**config.mk**
```make
export PLATFORM = sky130hd
export DESIGN_NAME = ext_mem_ctrl
export DESIGN_NICKNAME = d
export VERILOG_FILES = /design/src/rtl/memctl_pkg.sv /design/src/rtl/memctl_seq.sv /design/src/rtl/memctl_strobe.sv /design/src/rtl/memctl_data.sv /design/src/rtl/ext_mem_ctrl.sv
export SDC_FILE = /design/constraint.sdc
export NUM_CORES = 1
export LEC_CHECK = 0
export ABC_AREA = 0
export BUFFER_PORTS_ARGS = -buffer_cell sky130_fd_sc_hd__buf_2
export CORE_ASPECT_RATIO = 0.7
export CORE_MARGIN = 5
export CORE_UTILIZATION = 52
export CTS_CLUSTER_DIAMETER = 80
export DETAILED_ROUTE_END_ITERATION = 8
export PLACE_DENSITY = 0.95
export SLEW_MARGIN = 30
export SYNTH_ARGS = -nofsm -noshare
export SYNTH_HDL_FRONTEND = slang
export SYNTH_HIERARCHICAL = 1
export SYNTH_SLANG_ARGS = --single-unit
```
**constraint.sdc**
```tcl
create_clock -name clk -period 6.8 [get_ports clk]
set_clock_uncertainty 0.05 [all_clocks]
set_input_delay 0 -clock clk [delete_from_list [all_inputs] [get_ports clk]]
set_output_delay 0 -clock clk [all_outputs]
set_load 0.03 [all_outputs]
```
**src/rtl/memctl_pkg.sv**
```systemverilog
package memctl_pkg;

  localparam int unsigned PH_W = 3;

  // word cycle schedule, counted in clocks after acceptance (0-based)
  localparam logic [PH_W-1:0] PH_OE_ON  = 3'd2;  // output enable falls
  localparam logic [PH_W-1:0] PH_LO_CAP = 3'd3;  // 8-bit read: low byte sampled
  localparam logic [PH_W-1:0] PH_W8_SW  = 3'd2;  // 8-bit write: switch to high byte
  localparam logic [PH_W-1:0] PH_W8_P1  = 3'd1;  // 8-bit write: first pulse
  localparam logic [PH_W-1:0] PH_W8_P2  = 3'd4;  // 8-bit write: second pulse
  localparam logic [PH_W-1:0] PH_W16_LO = 3'd2;  // 16-bit write pulse start
  localparam logic [PH_W-1:0] PH_W16_HI = 3'd4;  // 16-bit write pulse end
  localparam logic [PH_W-1:0] PH_LAST   = 3'd5;

  typedef struct packed {
    logic wr;
    logic rom;
    logic ram8;
  } acc_t;

endpackage

```
**src/rtl/memctl_seq.sv**
```systemverilog
module memctl_seq
  import memctl_pkg::*;
(
  input  logic            clk,
  input  logic            rst_n,
  input  logic            cfg_ram8,
  input  logic            req_valid,
  input  logic            req_write,
  input  logic            req_rom,
  output logic            ready,
  output logic            load,
  output logic            load_ram8,
  output logic            busy,
  output logic [PH_W-1:0] phase,
  output acc_t            acc,
  output logic            done,
  output logic            wr_err
);

  logic            accept, drop;
  logic            busy_d, done_d, err_d;
  logic [PH_W-1:0] phase_d;
  acc_t            acc_d;

  assign ready     = !busy;
  assign accept    = req_valid && !busy;
  assign drop      = accept && req_write && req_rom;
  assign load      = accept && !drop;
  assign load_ram8 = cfg_ram8 && !req_rom;

  always_comb begin
    busy_d  = busy;
    phase_d = phase;
    acc_d   = acc;
    done_d  = 1'b0;
    err_d   = drop;
    if (load) begin
      busy_d  = 1'b1;
      phase_d = '0;
      acc_d   = '{wr: req_write, rom: req_rom, ram8: load_ram8};
    end else if (busy) begin
      if (phase == PH_LAST) begin
        busy_d = 1'b0;
        done_d = 1'b1;
      end else begin
        phase_d = phase + 1'b1;
      end
    end
    if (drop) done_d = 1'b1;
  end

  always_ff @(posedge clk or negedge rst_n) begin
    if (!rst_n) begin
      busy   <= 1'b0;
      phase  <= '0;
      acc    <= '0;
      done   <= 1'b0;
      wr_err <= 1'b0;
    end else begin
      busy   <= busy_d;
      phase  <= phase_d;
      acc    <= acc_d;
      done   <= done_d;
      wr_err <= err_d;
    end
  end

endmodule

```
**src/rtl/memctl_strobe.sv**
```systemverilog
module memctl_strobe
  import memctl_pkg::*;
(
  input  logic            busy,
  input  logic [PH_W-1:0] phase,
  input  acc_t            acc,
  output logic            rom_cs_n,
  output logic            ram_cs_n,
  output logic            oe_n,
  output logic            we_n,
  output logic            dq_oe
);

  logic rd_act, wr_act, we_on, drv_on;

  assign rd_act = busy && !acc.wr;
  assign wr_act = busy && acc.wr;

  always_comb begin
    if (acc.ram8) begin
      we_on  = (phase == PH_W8_P1) || (phase == PH_W8_P2);
      drv_on = 1'b1;
    end else begin
      we_on  = (phase >= PH_W16_LO) && (phase <= PH_W16_HI);
      drv_on = (phase != '0);
    end
  end

  assign rom_cs_n = !(busy && acc.rom);
  assign ram_cs_n = !(busy && !acc.rom);
  assign oe_n     = !(rd_act && (phase >= PH_OE_ON));
  assign we_n     = !(wr_act && we_on);
  assign dq_oe    = wr_act && drv_on;

endmodule

```
**src/rtl/memctl_data.sv**
```systemverilog
module memctl_data
  import memctl_pkg::*;
#(
  parameter int unsigned AW = 19,
  parameter int unsigned DW = 16
) (
  input  logic            clk,
  input  logic            rst_n,
  input  logic            load,
  input  logic            load_ram8,
  input  logic            req_write,
  input  logic [AW-1:0]   req_addr,
  input  logic [DW-1:0]   req_wdata,
  input  logic            busy,
  input  logic [PH_W-1:0] phase,
  input  acc_t            acc,
  input  logic [DW-1:0]   dq_in,
  output logic [AW-1:0]   mem_addr,
  output logic            bsel,
  output logic [DW-1:0]   dq_out,
  output logic [DW-1:0]   rdata
);

  localparam int unsigned BW = DW / 2;

  logic [AW-1:0] addr_d;
  logic          bsel_d;
  logic [DW-1:0] dq_d, rdata_d;
  logic [BW-1:0] lo_q, lo_d;
  logic          rd8, wr8;

  assign rd8 = busy && acc.ram8 && !acc.wr;
  assign wr8 = busy && acc.ram8 && acc.wr;

  always_comb begin
    addr_d  = mem_addr;
    bsel_d  = bsel;
    dq_d    = dq_out;
    lo_d    = lo_q;
    rdata_d = rdata;
    if (load) begin
      addr_d = req_addr;
      if (load_ram8) bsel_d = 1'b0;
      if (req_write) dq_d = req_wdata;
    end
    if ((rd8 && phase == PH_LO_CAP) || (wr8 && phase == PH_W8_SW))
      bsel_d = 1'b1;
    if (wr8 && phase == PH_W8_SW)
      dq_d = {dq_out[DW-1:BW], dq_out[DW-1:BW]};
    if (rd8 && phase == PH_LO_CAP)
      lo_d = dq_in[BW-1:0];
    if (busy && !acc.wr && phase == PH_LAST)
      rdata_d = acc.ram8 ? {dq_in[BW-1:0], lo_q} : dq_in;
  end

  always_ff @(posedge clk or negedge rst_n) begin
    if (!rst_n) begin
      mem_addr <= '0;
      bsel     <= 1'b0;
      dq_out   <= '0;
      lo_q     <= '0;
      rdata    <= '0;
    end else begin
      mem_addr <= addr_d;
      bsel     <= bsel_d;
      dq_out   <= dq_d;
      lo_q     <= lo_d;
      rdata    <= rdata_d;
    end
  end

endmodule

```
**src/rtl/ext_mem_ctrl.sv**
```systemverilog
module ext_mem_ctrl
  import memctl_pkg::*;
#(
  parameter int unsigned AW          = 19,
  parameter int unsigned DW          = 16,
  parameter int unsigned SYNC_STAGES = 2
) (
  input  logic          clk,
  input  logic          rst_n,
  input  logic          cfg_ram8,
  input  logic          req_valid,
  input  logic          req_write,
  input  logic          req_rom,
  input  logic [AW-1:0] req_addr,
  input  logic [DW-1:0] req_wdata,
  output logic          req_ready,
  output logic          done,
  output logic          wr_err,
  output logic [DW-1:0] rdata,
  output logic [AW-1:0] mem_addr,
  output logic          rom_cs_n,
  output logic          ram_cs_n,
  output logic          oe_n,
  output logic          we_n,
  output logic          bsel,
  output logic [DW-1:0] dq_out,
  output logic          dq_oe,
  input  logic [DW-1:0] dq_in
);

  logic [SYNC_STAGES-1:0] rst_pipe;
  logic                   rst_n_sync;

  always_ff @(posedge clk or negedge rst_n) begin
    if (!rst_n) rst_pipe <= '0;
    else        rst_pipe <= {rst_pipe[SYNC_STAGES-2:0], 1'b1};
  end
  assign rst_n_sync = rst_pipe[SYNC_STAGES-1];

  logic            load, load_ram8, busy;
  logic [PH_W-1:0] phase;
  acc_t            acc;

  memctl_seq u_seq (
    .clk       (clk),
    .rst_n     (rst_n_sync),
    .cfg_ram8  (cfg_ram8),
    .req_valid (req_valid),
    .req_write (req_write),
    .req_rom   (req_rom),
    .ready     (req_ready),
    .load      (load),
    .load_ram8 (load_ram8),
    .busy      (busy),
    .phase     (phase),
    .acc       (acc),
    .done      (done),
    .wr_err    (wr_err)
  );

  memctl_strobe u_strobe (
    .busy     (busy),
    .phase    (phase),
    .acc      (acc),
    .rom_cs_n (rom_cs_n),
    .ram_cs_n (ram_cs_n),
    .oe_n     (oe_n),
    .we_n     (we_n),
    .dq_oe    (dq_oe)
  );

  memctl_data #(.AW(AW), .DW(DW)) u_data (
    .clk       (clk),
    .rst_n     (rst_n_sync),
    .load      (load),
    .load_ram8 (load_ram8),
    .req_write (req_write),
    .req_addr  (req_addr),
    .req_wdata (req_wdata),
    .busy      (busy),
    .phase     (phase),
    .acc       (acc),
    .dq_in     (dq_in),
    .mem_addr  (mem_addr),
    .bsel      (bsel),
    .dq_out    (dq_out),
    .rdata     (rdata)
  );

endmodule

```
==> results of run 1 <==
[cell usage in the layout, fill, tap and decap left out, types with 2 or more instances in the layout]
| master | synthesis | final |
|---|---|---|
| nand2_1 | 8 | 8 |
| dfrtp_1 | 71 | 70 |
| mux2i_1 | 8 | 8 |
| inv_1 | 3 | 3 |
| nor2_1 | 8 | 8 |
| o22a_1 | 2 | 2 |
| nand2b_1 | 2 | 2 |
| dlygate4sd3_1 | 0 | 56 |
| nor3_1 | 9 | 9 |
| clkinv_2 | 0 | 2 |
| a21oi_1 | 9 | 9 |
| clkinvlp_4 | 0 | 2 |
| ha_1 | 2 | 2 |
| mux2_2 | 67 | 67 |
| clkbuf_8 | 0 | 9 |
| buf_2 | 4 | 116 |
[layer usage]
layer,track usage,part of all wire,vias to the layer above
li1,-,-,1146
met1,0.269,0.39,1201
met3,0.0712,0.097,12
met5,0,0,-
met4,0.0801,0.016,0
met2,0.406,0.50,138
[worst min path at each step]
stage | startpoint | to | slack [ns]
floorplan | rst_n | rst_pipe[0] | -0.35
global placement | rst_n | rst_pipe[0] | -0.27
detailed placement | rst_n | rst_pipe[0] | -0.26
CTS | req_valid | u_seq/wr_err | 0.0007
global route | req_valid | u_seq/acc[0] | 0.03
finish | req_valid | u_seq/wr_err | 0.05
[logic make-up (layout without fill, tap and decap cells)]
family / Yosys count / in the layout / synth area share
XOR/XNOR: 1 / 1 / 0.00284
adder cells (fa/ha/maj): 2 / 2 / 0.00812
other: 1 / 1 / 0.00122
multiplexers: 76 / 76 / 0.276
AO/OA/AOI/OAI: 18 / 18 / 0.0406
flip-flops: 71 / 71 / 0.576
AND/OR/NAND/NOR: 40 / 40 / 0.0791
buffers and inverters: 10 / 192 / 0.0162
[per-stage QoR]
stage	cell area (µm²)	power, W	util	hold WS (ns)
floorplan	3080	0.00147	-	-0.346
global placement	3730	0.00172	0.651	-0.265
detailed placement	3730	0.00176	0.651	-0.264
CTS	4480	0.00213	0.783	0.000682
global route	4480	0.00225	0.783	0.0311
finish	4480	0.00213	0.783	0.0472
[what timing repair did]
item | in CTS | in global routing
hold endpoints to repair | 64 | 0
hold buffers | 56 | 0
gates resized for setup | 0 | 0
[power groups by stage]
stage	sequential, W	combinational, W	clock, W
after global placement	0.000766	0.000953	0
after floorplan	0.00106	0.000409	0
after CTS	0.000776	0.00101	0.000341
after global routing	0.000810	0.00108	0.000358
final	0.000781	0.00102	0.000328
after detailed placement	0.000781	0.000977	0
[final cells by class]
class / count / area (µm²) / share of cell area
flip-flops and latches: 71 / 1780 / 0.396
repair buffers: 173 / 1150 / 0.256
inverters: 3 / 11.3 / 0.00251
clock inverters: 7 / 72.6 / 0.0162
clock buffers: 9 / 124 / 0.0276
well taps: 75 / 93.8 / 0.0209
multi-input cells: 138 / 1260 / 0.280
[state kept, by name (all words and copies together) (netlist names)]
| register | flops |
|---|---|
| u_seq/phase | 3 |
| u_seq/busy | 1 |
| u_seq/wr_err | 1 |
| u_data/lo_q | 8 |
| u_data/rdata | 16 |
| u_seq/done | 1 |
| u_data/mem_addr | 19 |
| u_data/dq_out | 16 |
| rst_pipe | 2 |
| u_seq/acc | 3 |
| u_data/bsel | 1 |
[worst max-delay path: cells and delay by family, from the launching register on]
| family | cells | cell delay [ns] |
|---|---|---|
| buffers and inverters | 1 | 0.69 |
| AND/OR/NAND/NOR | 3 | 0.77 |
| flip-flops | 1 | 0.53 |
| AO/OA/AOI/OAI | 1 | 0.42 |
| multiplexers | 1 | 0.35 |
==> impl_metrics.json, run 1 <==
{
  "synth_top_area_cell": "dfrtp_1",
  "worstPathCellList": "and2b_1, nand2_1, inv_1, nand2_2, o21bai_2, mux2_2",
  "max-slew-margin-rel": 0.379,
  "synthDistinctLibCells": 37,
  "start_kind": "flop",
  "report.final.setup_viol": 0,
  "worst_pin_slew_ns": 0.930,
  "drt-total-wl_um": 8150,
  "pwr_density_cell_nw_per_um2": 474,
  "cts_tree": "yes",
  "rows": 23,
  "wl_per_cell_um": 17.1,
  "syn_inst": 219,
  "rsz0062_at_grt": "no",
  "seqPwrFrac": 0.368,
  "seq_area_frac_synth": 0.576,
  "drv_cap": 0,
  "finalSetupTns_ns": 0,
  "insertedDiodeCount": 0,
  "cp_data_arrival_time_ns": 3.09,
  "cts_buffers": 9,
  "core_area_um2": 5730,
  "final_cells": 476,
  "grt_start_max_net_pins": 57,
  "rr_startpoint": "u_seq/busy",
  "start_util": 0.538,
  "first_pass_iters": 4,
  "die_w_um": 102,
  "num_vias": 2497,
  "synth_warnings": 6,
  "synth_edf_count": 0,
  "io_buffers": 116,
  "r2r_slack_ns": 3.88,
  "whs_path_depth": 3,
  "endpoint": "u_data/dq_out[9]",
  "critPathKind": "reg -> reg",
  "worstReg2RegEnd": "u_data/dq_out[9]",
  "ys_seq_elements": 71,
  "rr_worst_depth": 6,
  "cpPeakStageDelay_ns": 0.69,
  "drive_above_1_share": 0.529,
  "hp-class": "in -> reg",
  "areaGrowthSynthToFinish_pct": 45.5,
  "drt-initial-drc-count": 87,
  "cp.required_ns": 6.97,
  "fin_crit_ns": 2.92,
  "dpl.hpwl_um": 5080,
  "dieArea_um2": 7590,
  "leakagePower_nw": 2.19,
  "yosys-top-cells-area": "dfrtp_1, mux2_2, mux2i_1",
  "nFillCells": 356,
  "cts.sinks": 71,
  "cp-startpoint": "u_seq/busy",
  "grt_remaining_overflow": 0,
  "cts_root_buf": "clkbuf_8",
  "switching_share": 0.438,
  "antenna_found_initial": 0,
  "ys_async_sr_fraction": 1.00,
  "yosysMostFrequentCell": "dfrtp_1",
  "fin_crit_sh": 0.429,
  "status": "finished clean",
  "pwr-share-comb": 0.478,
  "hold_viol": 0,
  "grt_pass1_wl_um": 13300,
  "nets": 455,
  "irDropWorstVdd_mv": 0.264,
  "grt_usage": 0.230,
  "post-place-ws_ns": 3.92,
  "clk_latency_ns": 0.33,
  "grt_pass1_vias": 2701,
  "finalMaxSlewViolations": 0,
  "synth_common_cells": "dfrtp_1, mux2_2, a21oi_1, nor3_1",
  "vias_per_cell": 5.25,
  "synth_area_um2": 3080,
  "fp.dieH_um": 74.4,
  "fin_ws_ns": 3.88,
  "synth.avg_cell_area_um2": 14.1,
  "cp-end-kind": "flop",
  "p_sw_w": 0.000931,
  "io_pins": 117,
  "p_int_w": 0.00119,
  "clk_pin_slew_ns": 0.08,
  "post-cts-setup-buffer-count": 0,
  "ys.flop_type": "dfrtp_1",
  "path_max_fanout": 24,
  "post-route-drc-count": 0,
  "place_inst": 404,
  "syn_nets": 278,
  "htreeDepth": 3,
  "fmax_mhz": 343,
  "pwr-share-clk": 0.154,
  "cpMaxStageDelayCell": "inv_1",
  "gp_congestion": 0.760,
  "ant_nets": 0,
  "yosysTopAreaCellShare": 0.576,
  "clk_path_buf_depth": 2
}
Note: power is estimated with default switching activity, not from simulation.
==> run 2, diff against run 1 <==
--- a/config.mk
+++ b/config.mk
@@ -5,14 +5,14 @@
 export SDC_FILE = /design/constraint.sdc
 export NUM_CORES = 1
 export LEC_CHECK = 0
-export ABC_AREA = 0
+export ABC_AREA = 1
 export BUFFER_PORTS_ARGS = -buffer_cell sky130_fd_sc_hd__buf_2
 export CORE_ASPECT_RATIO = 0.7
 export CORE_MARGIN = 5
-export CORE_UTILIZATION = 52
+export CORE_UTILIZATION = 44
 export CTS_CLUSTER_DIAMETER = 80
 export DETAILED_ROUTE_END_ITERATION = 8
-export PLACE_DENSITY = 0.95
+export PLACE_DENSITY = 0.87
 export SLEW_MARGIN = 30
 export SYNTH_ARGS = -nofsm -noshare
 export SYNTH_HDL_FRONTEND = slang
==> constraint.sdc (replaced) <==
create_clock -name clk -period 2.3 [get_ports clk]
set_clock_uncertainty 0.05 [all_clocks]
set_input_delay 0 -clock clk [delete_from_list [all_inputs] [get_ports clk]]
set_output_delay 0 -clock clk [all_outputs]
set_load 0.03 [all_outputs]
==> run 2 against run 1 <==
- first-iteration DRC count is 120% higher
- largest cell class unchanged
- critical endpoint is now u_data/dq_out[7]
- cell area grew 0.75%
- flip-flop and latch count unchanged
- worst setup slack got worse by 3.7 ns
- synthesized cell count up 68%
- via count is 25% higher
- maximum frequency grew 41%
- count of clock-buffer cells in the layout increased by 2
- clock power grew to 2.5 times the previous value
- non-clock buffer count up 6
==> impl_metrics.json, run 2 <==
{
  "grt_pass1_wl_um": 14900,
  "dpl.hpwl_um": 5860,
  "hp-class": "reg -> async",
  "cp.required_ns": 2.47,
  "finalSetupTns_ns": 0,
  "regMostFlops": "u_data/mem_addr",
  "rr_startpoint": "u_seq/busy",
  "yosys-top-cells-area": "dfrtp_1, nand2_1, nand3_1",
  "p_total_w": 0.00598,
  "cts_tree": "yes",
  "grt_start_max_net_pins": 35,
  "dieArea_um2": 8870,
  "wl_per_cell_um": 13.9,
  "irDropWorstVdd_mv": 0.846,
  "insertedDiodeCount": 0,
  "gp_congestion": 0.816,
  "io_buffers": 116,
  "grt_pass1_vias": 3141,
  "cts_buffers": 9,
  "synth_edf_count": 0,
  "synth_common_cells": "nand2_1, dfrtp_1, nand3_1, inv_1, o21ai_0",
  "fp.dieH_um": 80.3,
  "areaGrowthSynthToFinish_pct": 45.3,
  "yosysTopAreaCellShare": 0.571,
  "leakagePower_nw": 2.46,
  "die_w_um": 110,
  "core_area_um2": 6820,
  "worstReg2RegEnd": "u_data/dq_out[7]",
  "synth_top_area_cell": "dfrtp_1",
  "antenna_found_initial": 0,
  "synth_area_um2": 3110,
  "cts_root_buf": "clkbuf_8",
  "final_cell_mix": "nand2_1, buf_2, dfrtp_1",
  "grt_usage": 0.208,
  "fin_crit_sh": 0.902,
  "rows": 25,
  "cts.sinks": 71,
  "rr_worst_depth": 8,
  "clk_path_buf_depth": 2,
  "ys_async_sr_fraction": 1.00,
  "largest_register_ffs": 19,
  "finalMaxSlewViolations": 0,
  "status": "finished clean",
  "drv_cap": 0,
  "drive_above_1_share": 0.283,
  "synth.avg_cell_area_um2": 8.45,
  "rsz0062_at_grt": "no",
  "largestRegisters": "u_data/mem_addr: 19 flops, u_data/dq_out: 16 flops, u_data/rdata: 16 flops",
  "r2r_slack_ns": 0.22,
  "final_util": 0.663,
  "clk_latency_ns": 0.33,
  "critPathKind": "reg -> reg",
  "htreeDepth": 3,
  "first_pass_iters": 6,
  "start_kind": "flop",
  "drt-initial-drc-count": 191,
  "vias_per_cell": 4.85,
  "yosysMostFrequentCell": "nand2_1",
  "syn_nets": 427,
  "clk_pin_slew_ns": 0.07,
  "nets": 603,
  "pwr_density_cell_nw_per_um2": 1320,
  "start_util": 0.456,
  "cp-end-kind": "flop",
  "fin_crit_ns": 2.08,
  "hold_viol": 0,
  "synthDistinctLibCells": 25,
  "post-route-drc-count": 0,
  "ys.flop_type": "dfrtp_1",
  "final_common_cell": "nand2_1",
  "grt_remaining_overflow": 0,
  "syn_inst": 368,
  "cp_data_arrival_time_ns": 2.24,
  "report.final.setup_viol": 0,
  "num_vias": 3114,
  "ys_seq_elements": 71,
  "synth_warnings": 6,
  "path_max_fanout": 12,
  "drt-total-wl_um": 8920,
  "fmax_mhz": 482,
  "seq_area_frac_synth": 0.571,
  "io_pins": 117,
  "ant_nets": 0
}
-- run 2: cell count changes after synthesis, sizes merged, moves of 7 or more --
cell	delta
nor3	-9
mux2	-68
o21ai	+34
nor2	+7
inv	+24
clkbuf	+9
nand3	+48
mux2i	-8
nand2	+130
-- run 2: kinds of logic (layout without fill, tap and decap cells) --
kind of cell	Yosys count	in the layout	share of synthesized area
compound gates	44	44	0.0736
fa+ha+maj	2	2	0.00805
buf+inv	43	223	0.0588
flops	71	71	0.571
other cells	1	1	0.00121
simple gates	207	207	0.287
-- run 2: final cells by class --
type / instances / area [µm²]
fillers: 547 / 2300
flip-flops and latches: 71 / 1780
repair buffers: 179 / 1200
multi-input cells: 254 / 1150
clock buffers: 11 / 141
well taps: 94 / 118
inverters: 29 / 113
clock inverters: 4 / 22.5
-- run 2: critical path, cell delays in order, from the launching register on --
cell      delay [ns]
dfrtp_1         0.55
nor2_2          0.10
nand2_2         0.20
inv_1           0.10
nand2_2         0.21
clkinv_1        0.31
buf_4           0.27
nand3_1         0.09
nand3_1         0.08
-- run 2: worst max-delay path by stage --
stage / start / to / slack, ns / cells after the start
2_1_floorplan: rst_pipe[1] / u_data/bsel / 0.13 / 0
3_3_place_gp: u_seq/busy / u_data/mem_addr[13] / 0.34 / 7
3_5_place_dp: u_seq/busy / u_data/mem_addr[6] / 0.20 / 7
4_1_cts: u_seq/busy / u_data/mem_addr[6] / 0.19 / 7
5_1_grt: u_seq/busy / u_data/dq_out[2] / 0.06 / 8
6_report: u_seq/busy / u_data/dq_out[7] / 0.22 / 8
-- run 2: per-layer routing --
layer	vias up	track usage	part of all wire
met1	1451	0.245	0.43
li1	1518	-	-
met2	135	0.360	0.48
met5	-	0	0
met4	0	0.0738	0.014
met3	10	0.0678	0.083
-- run 2: power by group --
part	switching [W]	total (W)	internal, W	leakage (nW)
combinational	0.00202	0.00290	0.000881	1.51
sequential	0.000432	0.00226	0.00182	0.858
clock	0.000421	0.000830	0.000409	0.0850
total	0.00287	0.00598	0.00311	2.46
-- run 2: through the flow --
stage / hold slack (ns) / cells / setup WS [ns] / area (µm²)
after floorplan: -0.346 / 368 / 0.126 / 3110
after global placement: -0.263 / 570 / 0.339 / 3780
after detailed placement: -0.262 / 570 / 0.202 / 3780
after CTS: 0.204 / 642 / 0.189 / 4510
after global routing: 0.237 / 642 / 0.0556 / 4520
final: 0.185 / 642 / 0.225 / 4520
-- run 2: what timing repair did --
action | CTS | global route
gates resized for setup | 0 | 1
setup endpoints to repair | 0 | 19
buffers inserted | 0 | 0
hold buffers | 57 | 0
hold endpoints to repair | 58 | 0
